## config.mk

```make
export PLATFORM = sky130hd
export DESIGN_NAME = cb_ctrl_top
export DESIGN_NICKNAME = d
export VERILOG_FILES = /design/src/rtl/cb_ctrl_pkg.sv /design/src/rtl/cb_strap_latch.sv /design/src/rtl/cb_reg_cell.sv /design/src/rtl/cb_regfile.sv /design/src/rtl/cb_read_mux.sv /design/src/rtl/cb_out_sel.sv /design/src/rtl/cb_ctrl_top.sv
export SDC_FILE = /design/constraint.sdc
export NUM_CORES = 1
export LEC_CHECK = 0
export ABC_AREA = 0
export CELL_PAD_IN_SITES_DETAIL_PLACEMENT = 1
export CELL_PAD_IN_SITES_GLOBAL_PLACEMENT = 1
export CORE_MARGIN = 2
export CORE_UTILIZATION = 43
export CTS_CLUSTER_DIAMETER = 30
export CTS_CLUSTER_SIZE = 8
export DETAILED_ROUTE_END_ITERATION = 6
export DONT_BUFFER_PORTS = 1
export PLACE_DENSITY = 0.78
export RECOVER_POWER = 25
export SETUP_SLACK_MARGIN = 0.4
export SLEW_MARGIN = 20
export SYNTH_ARGS = -nofsm -noshare
export SYNTH_HDL_FRONTEND = slang
export SYNTH_SLANG_ARGS = --single-unit
```

## constraint.sdc

```tcl
create_clock -name clk -period 1.3 [get_ports clk]
set_clock_uncertainty 0.1 [all_clocks]
set_input_delay 0.065 -clock clk [delete_from_list [all_inputs] [get_ports clk]]
set_output_delay 0.065 -clock clk [all_outputs]
set_load 0.1 [all_outputs]
```

## src/rtl/cb_ctrl_pkg.sv

```systemverilog
// Shared constants and types for the control register bank.
// Assumes a 7-bit register address space and byte-wide registers.
package cb_ctrl_pkg;
    localparam int ADDR_ID_LO  = 0;   // soft reset on write, ID on read
    localparam int ADDR_ID_HI  = 1;
    localparam int ADDR_REV    = 2;
    localparam int ADDR_PWR    = 3;
    localparam int ADDR_PORT   = 4;
    localparam int MS_BIT      = 0;   // role bit inside the port register

    typedef struct packed {
        logic hw_mode;   // 1 = pin-driven control
        logic sclk;      // role strap level
    } strap_t;
endpackage

```

## src/rtl/cb_strap_latch.sv

```systemverilog
// Captures the strap pins on the first clock edge after hardware reset
// is released and holds them until the next hardware reset.
// Assumes the straps are static around reset release (no synchronizer).
module cb_strap_latch
    import cb_ctrl_pkg::*;
(
    input  logic   clk,
    input  logic   rst_n,
    input  logic   sdin_i,
    input  logic   sclk_i,
    output strap_t strap_o
);
    logic   armed_q;
    strap_t strap_q;

    // One-shot capture on the release edge, frozen afterwards
    always_ff @(posedge clk) begin
        if (!rst_n) begin
            armed_q         <= 1'b0;
            strap_q.hw_mode <= 1'b0;
            strap_q.sclk    <= 1'b0;
        end else if (!armed_q) begin
            armed_q         <= 1'b1;
            strap_q.hw_mode <= ~sdin_i;
            strap_q.sclk    <= sclk_i;
        end
    end

    assign strap_o = strap_q;
endmodule

```

## src/rtl/cb_reg_cell.sv

```systemverilog
// One writable register: loads on an address match and returns to its
// default on hardware reset or soft reset.
// Assumes the caller decodes the soft-reset strobe.
module cb_reg_cell #(
    parameter int          AW   = 7,
    parameter int          W    = 8,
    parameter int          ADDR = 3,
    parameter logic [W-1:0] DEF = '0
) (
    input  logic          clk,
    input  logic          rst_n,
    input  logic          soft_rst_i,
    input  logic          wr_en_i,
    input  logic [AW-1:0] wr_addr_i,
    input  logic [W-1:0]  wr_data_i,
    output logic [W-1:0]  q_o
);
    logic hit;

    // Address match for this cell
    assign hit = wr_en_i && (wr_addr_i == AW'(ADDR));

    // Storage with default restore
    always_ff @(posedge clk) begin
        if (!rst_n || soft_rst_i) q_o <= DEF;
        else if (hit)             q_o <= wr_data_i;
    end
endmodule

```

## src/rtl/cb_regfile.sv

```systemverilog
// Writable register file: decodes the soft-reset strobe and holds the
// power-down and port-configuration registers.
// Assumes only one write per cycle.
module cb_regfile
    import cb_ctrl_pkg::*;
#(
    parameter int AW   = 7,
    parameter int DW   = 8,
    parameter int PD_W = 6
) (
    input  logic            clk,
    input  logic            rst_n,
    input  logic            wr_en_i,
    input  logic [AW-1:0]   wr_addr_i,
    input  logic [DW-1:0]   wr_data_i,
    output logic [PD_W-1:0] pwr_q_o,
    output logic [DW-1:0]   port_q_o
);
    logic soft_rst;

    // Write to the ID address acts as a soft reset
    assign soft_rst = wr_en_i && (wr_addr_i == AW'(ADDR_ID_LO));

    cb_reg_cell #(.AW(AW), .W(PD_W), .ADDR(ADDR_PWR), .DEF({PD_W{1'b1}})) u_pwr (
        .clk(clk), .rst_n(rst_n), .soft_rst_i(soft_rst), .wr_en_i(wr_en_i),
        .wr_addr_i(wr_addr_i), .wr_data_i(wr_data_i[PD_W-1:0]), .q_o(pwr_q_o)
    );

    cb_reg_cell #(.AW(AW), .W(DW), .ADDR(ADDR_PORT), .DEF('0)) u_port (
        .clk(clk), .rst_n(rst_n), .soft_rst_i(soft_rst), .wr_en_i(wr_en_i),
        .wr_addr_i(wr_addr_i), .wr_data_i(wr_data_i), .q_o(port_q_o)
    );
endmodule

```

## src/rtl/cb_read_mux.sv

```systemverilog
// Combinational read path: identification constants, revision, stored
// registers, zero for every other address.
// Assumes PD_W and the revision width do not exceed DW.
module cb_read_mux
    import cb_ctrl_pkg::*;
#(
    parameter int          AW    = 7,
    parameter int          DW    = 8,
    parameter int          PD_W  = 6,
    parameter logic [DW-1:0] ID_LO = 8'h05,
    parameter logic [DW-1:0] ID_HI = 8'h88,
    parameter logic [3:0]  REV   = 4'h1
) (
    input  logic [AW-1:0]   rd_addr_i,
    input  logic [PD_W-1:0] pwr_q_i,
    input  logic [DW-1:0]   port_q_i,
    output logic [DW-1:0]   rd_data_o
);
    // Address decode with zero fill
    always_comb begin
        rd_data_o = '0;
        case (rd_addr_i)
            AW'(ADDR_ID_LO): rd_data_o = ID_LO;
            AW'(ADDR_ID_HI): rd_data_o = ID_HI;
            AW'(ADDR_REV):   rd_data_o[3:0] = REV;
            AW'(ADDR_PWR):   rd_data_o[PD_W-1:0] = pwr_q_i;
            AW'(ADDR_PORT):  rd_data_o = port_q_i;
            default:         rd_data_o = '0;
        endcase
    end
endmodule

```

## src/rtl/cb_out_sel.sv

```systemverilog
// Output selection: in pin-driven mode the power-down lines are held
// powered up and the role comes from the strap; otherwise registers rule.
// Assumes straps are already captured.
module cb_out_sel
    import cb_ctrl_pkg::*;
#(
    parameter int DW   = 8,
    parameter int PD_W = 6
) (
    input  strap_t          strap_i,
    input  logic [PD_W-1:0] pwr_q_i,
    input  logic [DW-1:0]   port_q_i,
    output logic [PD_W-1:0] pwr_dn_o,
    output logic            master_o
);
    // Per-function power-down gating
    for (genvar i = 0; i < PD_W; i++) begin : g_pd
        assign pwr_dn_o[i] = pwr_q_i[i] & ~strap_i.hw_mode;
    end

    // Role source selection
    assign master_o = strap_i.hw_mode ? strap_i.sclk : port_q_i[MS_BIT];
endmodule

```

## src/rtl/cb_ctrl_top.sv

```systemverilog
// Top of the control register bank: strap capture, register file,
// read path and output selection.
// Assumes rst_n is synchronous to clk and held for at least one edge.
module cb_ctrl_top
    import cb_ctrl_pkg::*;
#(
    parameter int         AW   = 7,
    parameter int         DW   = 8,
    parameter int         PD_W = 6,
    parameter logic [3:0] REV  = 4'h1
) (
    input  logic            clk,
    input  logic            rst_n,
    input  logic            strap_sdin_i,
    input  logic            strap_sclk_i,
    input  logic            wr_en_i,
    input  logic [AW-1:0]   wr_addr_i,
    input  logic [DW-1:0]   wr_data_i,
    input  logic [AW-1:0]   rd_addr_i,
    output logic [DW-1:0]   rd_data_o,
    output logic [PD_W-1:0] pwr_dn_o,
    output logic            master_o,
    output logic            hw_mode_o
);
    strap_t            strap;
    logic [PD_W-1:0]   pwr_q;
    logic [DW-1:0]     port_q;

    cb_strap_latch u_strap (
        .clk(clk), .rst_n(rst_n), .sdin_i(strap_sdin_i),
        .sclk_i(strap_sclk_i), .strap_o(strap)
    );

    cb_regfile #(.AW(AW), .DW(DW), .PD_W(PD_W)) u_regs (
        .clk(clk), .rst_n(rst_n), .wr_en_i(wr_en_i), .wr_addr_i(wr_addr_i),
        .wr_data_i(wr_data_i), .pwr_q_o(pwr_q), .port_q_o(port_q)
    );

    cb_read_mux #(.AW(AW), .DW(DW), .PD_W(PD_W), .REV(REV)) u_rd (
        .rd_addr_i(rd_addr_i), .pwr_q_i(pwr_q), .port_q_i(port_q),
        .rd_data_o(rd_data_o)
    );

    cb_out_sel #(.DW(DW), .PD_W(PD_W)) u_out (
        .strap_i(strap), .pwr_q_i(pwr_q), .port_q_i(port_q),
        .pwr_dn_o(pwr_dn_o), .master_o(master_o)
    );

    // Expose the captured mode
    assign hw_mode_o = strap.hw_mode;
endmodule

```

==> results.md, run 1 <==
* Error message: [ERROR DPL-0033] detailed placement checks failed during check placement.
* Clock tree root driver cell: clkbuf_4
* Clock sinks at 17
* Clock Tree Buf Depth at 2
* Die Y at 50.50 um
* CTS HTree Levels at 1
* Sequential element share of the synthesized area at 0.3661
* Synth cell types at 32
* Mapped Cells at 105
* Setup Buffers After CTS at 3
* Main synth FF type: dfxtp_1
* Post-Syn Area at 929.6 um2
* Number of synthesis warnings at 0
* Count leader, synth: dfxtp_1
* Starting Density at 0.4644
* Clock buffer count from CTS at 3
* Exit stage: clock tree synthesis (4_1_cts)
* Syn Nets at 132
* Status: aborted with a tool error
* CTS Hold Bufs at 11
* # rows at 16
* Async SR Flop Fraction at 0
* Synthesis-stage register bit count at 17
* Post-synth top cells: 17 x dfxtp_1, 14 x nor2b_1, 8 x a21boi_1, 8 x nand4_1, 8 x o21ai_1
* # resized after CTS at 34
* I/O Buffers at 0
* EDFF count, synth at 0
* Final Wtd Congestion at 0.8304
* I/O Pins at 43
* Synth area leader: dfxtp_1
* Pre-CTS WS at -0.01778 ns
* Die X at 50.50 um
* DP HPWL at 2.782 mm
* Synth Area per Inst at 8.854 um2
* Main area contributors after synthesis: dfxtp_1 37%, nor2b_1 9.4%, a2bb2oi_1 6.6%
* Post-synth top area share at 0.3661
-- cells by family after synthesis --
logic type / synth area share
multiplexers: 0.02288
AND/OR/NAND/NOR: 0.3311
buffers and inverters: 0.03499
AO/OA/AOI/OAI: 0.2355
XOR/XNOR: 0.009423
flip-flops: 0.3661
-- per-stage QoR --
step | instances | cell area [um2] | util | setup TNS, ns
detailed placement | 146 | 1394 | 0.6963 | -0.05670
global placement | 146 | 1394 | 0.6963 | -0.003434
floorplan | 105 | 1081 | - | -2.862
==> inputs of run 2 (changes only) <==
- CELL_PAD_IN_SITES_DETAIL_PLACEMENT: 1 -> unset
- CELL_PAD_IN_SITES_GLOBAL_PLACEMENT: 1 -> unset
- CORE_AREA: unset -> 2 2 63 65
- CORE_MARGIN: 2 -> unset
- CORE_UTILIZATION: 43 -> unset
- CTS_CLUSTER_DIAMETER: 30 -> unset
- CTS_CLUSTER_SIZE: 8 -> unset
- DIE_AREA: unset -> 0 0 65 67
- PLACE_DENSITY: 0.78 -> unset
- PLACE_DENSITY_LB_ADDON: unset -> 0.15
- SETUP_SLACK_MARGIN: 0.4 -> unset
==> results.md, run 2 <==
* DRC at 0
* Post-synth top area share at 0.3661
* Final setup violating endpoints at 2
* Clock sinks at 17
* Starting Density at 0.2578
* DP HPWL at 2.031 mm
* Vias in the first global route at 937
* Max Fanout on Critical Path at 2
* Async SR Flop Fraction at 0
* Peak VDD IR at 0.0003616 V
* Via count at 920
* Main synth FF type: dfxtp_1
* Pleak at 0.0005866 uW
* CTS HTree Levels at 1
* RR Startpoint: u_strap.strap_o[1]
* Overflow after GRT at 0
* CTS tree: built
* Pwr dens at 763.1 mW/mm2
* DR WL met3 at 203 um
* Internal reg-to-reg setup slack at 0.33 ns
* Hold depth at 3
* Max Slew Vio Count at 0
* Largest net degree at the start of global routing at 18
* Sequential element share of the synthesized area at 0.3661
* Die X at 65 um
* Hold Path Sink: u_regs.u_port.q_o[7]
* Post-route cell area at 0.001635 mm2
* First-pass iteration count of the detailed router at 4
* Setup ws final at -0.01714 ns
* Final Wtd Congestion at 0.6919
* Synth area leader: dfxtp_1
* Tot GR Track Use at 0.1317
* Main area contributors after synthesis: dfxtp_1 37%, nor2b_1 9.4%, a2bb2oi_1 6.6%
* WHS at -0.05412 ns
* Max cap viols at 0
* Placed Instance Area at 0.001375 mm2
* Wire length on met2 at 1.331 mm
* Syn Nets at 132
* Synth Area per Inst at 8.854 um2
* Crit path DAT at 1.15 ns
* Layout cells sized above 1 at 0.3957
* Placed cell count at 167
* Highest Clock Rate at 0.7592 GHz
* Wire length per cell at 14.56 um
* RR Endpoint: u_strap.strap_o[1]
* Fill count at 351
* Top routing layer in use: met4
* Clock buffer count from CTS at 3
* CP required at 1.13 ns
* Vias per cell at 4.920
* EDFF count, synth at 0
* Core footprint at 0.003606 mm2
* Antenna Violating Nets Remaining at 0
* Mapped Cells at 105
* CP startpoint kind: flop
* Fin. Hold Viols at 8
* I/O Buffers at 0
* RSZ-0062 raised after global routing: true
* Total die area at 0.004355 mm2
* CTS Hold Bufs at 12
* Rel. slew slack at 0.6687
* CP endpoint kind: output pin
* Antenna cells at 0
* Worst skew pair latency at 0.25 ns
* Fin nets at 167
* Least-Margin Pin Slew at 0.4953 ns
* Initial antenna violation count at 0
* Metal1 wirelength at 1.159 mm
* Path type of the worst setup path: reg2out
* Top reg by flops: u_regs.u_port.q_o
* Failing checks: negative hold slack, negative setup slack
* Pre-CTS WS at -0.02383 ns
* Synthesis-stage register bit count at 17
* First-pass GRT wire length at 4.284 mm
* I/O Pins at 43
* Count leader, synth: dfxtp_1
* # rows at 22
* Die Y at 67 um
* Core Util, Final at 0.4535
* Clock Tree Buf Depth at 2
* Starting DRT DRC Count at 34
* Final worst path period need at 1.317 ns
* Status: finished with violations
* Final worst-path cycle share at 1.013
* Post-synth top cells: 17 x dfxtp_1, 14 x nor2b_1, 8 x a21boi_1, 8 x nand4_1, 8 x o21ai_1
* Synth cell types at 32
* Clock tree root driver cell: clkbuf_8
* Most frequent cells in the layout: 16 x buf_12, 13 x dfxtp_1, 12 x dlygate4sd3_1, 9 x o21ai_1, 8 x nand4_1
* Post-Syn Area at 929.6 um2
* Number of synthesis warnings at 0
* HP Start: wr_addr_i[1]
* Hold Path Class: in2reg
* CTS clk-pin slew, worst paths at 0.07 ns
* Reg2reg path depth at 4
* DRT Wirelength at 2.722 mm
* Commonest non-fill, non-tap cell in the layout: buf_12
* Synth-to-Final Area Change at 75.91%
* Non-Filler Instances at 187
* Max reg flops at 8
## run 2: cell counts after synthesis
Identical to the previous run, type by type.
## run 2: per-stage QoR
stage | TNS, ns | total power [uW]
detailed placement | -0.09808 | 805.7
global route | -0.1266 | 1292
global placement | -0.03351 | 804.1
CTS | -0.06013 | 1253
finish | -0.01774 | 1248
floorplan | -3.606 | 736.3
## run 2: per-layer routing
| metal | global-route usage | up-vias |
|---|---|---|
| li1 | - | 459 |
| met1 | 0.1522 | 428 |
| met2 | 0.2178 | 31 |
| met3 | 0.04223 | 2 |
| met4 | 0.06649 | 0 |
| met5 | 0 | - |
## run 2: layout make-up
type | instances | area [um2] | area share
Inverter | 1 | 3.754 | 0.002295
Clock buffer | 3 | 41.29 | 0.02525
Clock inverter | 1 | 5.005 | 0.003060
Timing Repair Buffer | 35 | 496.7 | 0.3037
Multi-Input combinational cell | 82 | 680.7 | 0.4162
Sequential cell | 17 | 347.8 | 0.2127
Tap cell | 48 | 60.06 | 0.03673
## run 2: worst max path at each step
stage,startpoint,to,cells past startpoint
6_report,u_regs.u_port.q_o[7],rd_data_o[7],3
5_1_grt,u_regs.u_port.q_o[7],rd_data_o[7],3
3_3_place_gp,rd_addr_i[3],rd_data_o[2],4
3_5_place_dp,rd_addr_i[3],rd_data_o[5],4
2_1_floorplan,rd_addr_i[3],rd_data_o[7],3
4_1_cts,u_regs.u_port.q_o[7],rd_data_o[7],3
## run 2: critical path, stage by stage (launching register included)
cell	delay, ns
dfxtp_2	0.32
nand3b_1	0.11
a211oi_4	0.26
buf_12	0.21
## run 2: cell families after synthesis
family,count (synthesis),synth area share
buffers and inverters,6,0.03499
AO/OA/AOI/OAI,32,0.2355
AND/OR/NAND/NOR,47,0.3311
flip-flops,17,0.3661
multiplexers,2,0.02288
XOR/XNOR,1,0.009423
## run 2: report_power, final
group	internal (uW)	leakage (uW)	switching, uW
Sequential	526	0.000139	6.50
Combinational	137	0.000422	186
Clock	212	0.0000255	180
## run 2: timing repair
action | CTS | global route
buffers inserted | 4 | 0
endpoints found under the hold margin | 17 | 8
pin swaps | 5 | 4
resized for setup | 8 | 6
endpoints found under the setup margin | 9 | 8
Note: power is estimated with default switching activity, not from simulation.
==> inputs of run 3 (changes only) <==
- BUFFER_PORTS_ARGS: unset -> -buffer_cell sky130_fd_sc_hd__buf_2
- DONT_BUFFER_PORTS: 1 -> unset
- SYNTH_HIERARCHICAL: unset -> 1
==> results.md, run 3 <==
* Vias per cell at 4.619
* DP HPWL at 2.286 mm
* Starting DRT DRC Count at 37
* Max Fanout on Critical Path at 8
* WHS at 0.007091 ns
* Rel. slew slack at 0.6790
* I/O Pins at 43
* Post-synth top cells: 18 x nor2_1, 17 x dfxtp_1, 10 x nand3_1
* Max reg flops at 8
* Max Slew Vio Count at 0
* Vias in the first global route at 1082
* Path type of the worst setup path: in2out
* DRT Wirelength at 2.850 mm
* Clock buffer count from CTS at 3
* Crit path DAT at 1.25 ns
* Async SR Flop Fraction at 0
* I/O Buffers at 42
* Peak VDD IR at 0.0003144 V
* Starting Density at 0.2772
* Count leader, synth: nor2_1
* CTS clk-pin slew, worst paths at 0.06 ns
* Synth cell types at 36
* Total die area at 0.004355 mm2
* Synth Area per Inst at 8.693 um2
* Overflow after GRT at 0
* Wire length per cell at 12.61 um
* First-pass GRT wire length at 4.905 mm
* Final worst-path cycle share at 1.091
* Setup TNS at -0.4392 ns
* Hold Path Class: in2reg
* Final Wtd Congestion at 0.7303
* First-pass iteration count of the detailed router at 4
* Storage cell area at 345.3 um2
* Worst skew pair latency at 0.25 ns
* Final setup violating endpoints at 8
* Pwr dens at 721.2 mW/mm2
* Die Y at 67 um
* Post-synth top area share at 0.3404
* Layout cells sized above 1 at 0.4551
* Fin nets at 206
* Clock Tree Buf Depth at 2
* CP startpoint kind: input pin
* Syn Nets at 142
* Failing checks: negative setup slack
* Commonest non-fill, non-tap cell in the layout: buf_2
* Most frequent cells in the layout: 25 x buf_2, 16 x buf_12, 15 x nor2_1, 15 x dfxtp_1
* Pre-CTS WS at -0.1487 ns
* Mapped Cells at 115
* CP endpoint kind: output pin
* Main synth FF type: dfxtp_1
* Clock sinks at 17
* Sequential element share of the synthesized area at 0.3404
* Max cap viols at 0
* Non-Filler Instances at 226
* Synthesis-stage register bit count at 17
* Antenna cells at 0
* CP required at 1.13 ns
* Core footprint at 0.003606 mm2
* # rows at 22
* Status: finished with violations
* RSZ-0062 raised after global routing: true
* Pleak at 0.0007526 uW
* Via count at 1044
* Synth-to-Final Area Change at 79.60%
* Core Util, Final at 0.4979
* Synth area leader: dfxtp_1
* Highest Clock Rate at 0.7053 GHz
* CTS tree: built
* Number of synthesis warnings at 6
* Top reg by flops: u_regs/u_port/q_o
* Least-Margin Pin Slew at 0.4848 ns
* Post-Syn Area at 999.7 um2
* Die X at 65 um
* Antenna Violating Nets Remaining at 0
* Tot GR Track Use at 0.1467
* Largest net degree at the start of global routing at 13
* CTS HTree Levels at 1
* Fill count at 360
* Clock tree root driver cell: clkbuf_8
* DRC at 0
* EDFF count, synth at 0
* Final worst path period need at 1.418 ns
* Main area contributors after synthesis: dfxtp_1 34%, mux2i_1 7.0%, nor2_1 6.8%
* Initial antenna violation count at 0
* Placed cell count at 211
* Footprint of the multi-input gates at 695.7 um2
* Setup ws final at -0.1179 ns
* Fin. Hold Viols at 0
==> run 3: cell type report <==
class / instances / area share
clock buffers: 4 / 0.02509
inverters: 3 / 0.006969
multi-input cells: 91 / 0.3875
flip-flops and latches: 17 / 0.1923
well taps: 48 / 0.03345
repair buffers: 63 / 0.3547
==> run 3: path summary, 6_finish.rpt <==
| kind | startpoint | cells past startpoint | slack, ns | endpoint |
|---|---|---|---|---|
| setup / recovery | rd_addr_i[3] | 5 | -0.12 | rd_data_o[6] |
| hold / removal | wr_data_i[3] | 3 | 0.007 | u_regs/u_port/q_o[3] |
| setup reg to reg | u_strap/armed_q | 2 | 0.43 | u_strap/strap_o[1] |
| hold reg to reg | u_regs/u_port/q_o[7] | 2 | 0.38 | u_regs/u_port/q_o[7] |
==> run 3: power breakdown <==
| part | leakage [uW] | switching, uW | internal, uW |
|---|---|---|---|
| registers | 0.000139 | 6.79 | 526 |
| logic | 0.000591 | 213 | 162 |
| clock network | 0.0000228 | 170 | 217 |
| total | 0.000753 | 390 | 905 |
==> run 3: worst max-delay path: stages <==
cell and delay, ns:
buf_6 0.09, or4_4 0.66, clkinv_2 0.08, and3_4 0.19
buf_12 0.17
==> run 3: logic make-up after synthesis <==
kind of cell,count (synthesis),share of synthesized area
mux,8,0.08510
simple gates,56,0.3630
buf+inv,7,0.03629
compound gates,27,0.1752
flops,17,0.3404
==> run 3: timing repair <==
item / 4_1_cts / 5_1_grt
pin swaps: 2 / 0
buffers inserted: 1 / 0
gates resized for setup: 3 / 3
endpoints found under the setup margin: 8 / 9
hold endpoints to repair: 13 / 0
hold buffers: 10 / 0
==> run 3: stage by stage <==
stage | power [uW] | area [um2]
floorplan | 736.3 | 1071
global placement | 890.5 | 1630
detailed placement | 897.5 | 1630
CTS | 1307 | 1794
global route | 1356 | 1795
finish | 1295 | 1795
==> run 3: routing by layer <==
metal	vias up	share of wire	track usage
met4	0	0.019	0.06649
met1	477	0.39	0.1583
met3	4	0.049	0.02027
met2	28	0.54	0.2809
met5	-	0	0
li1	535	-	-
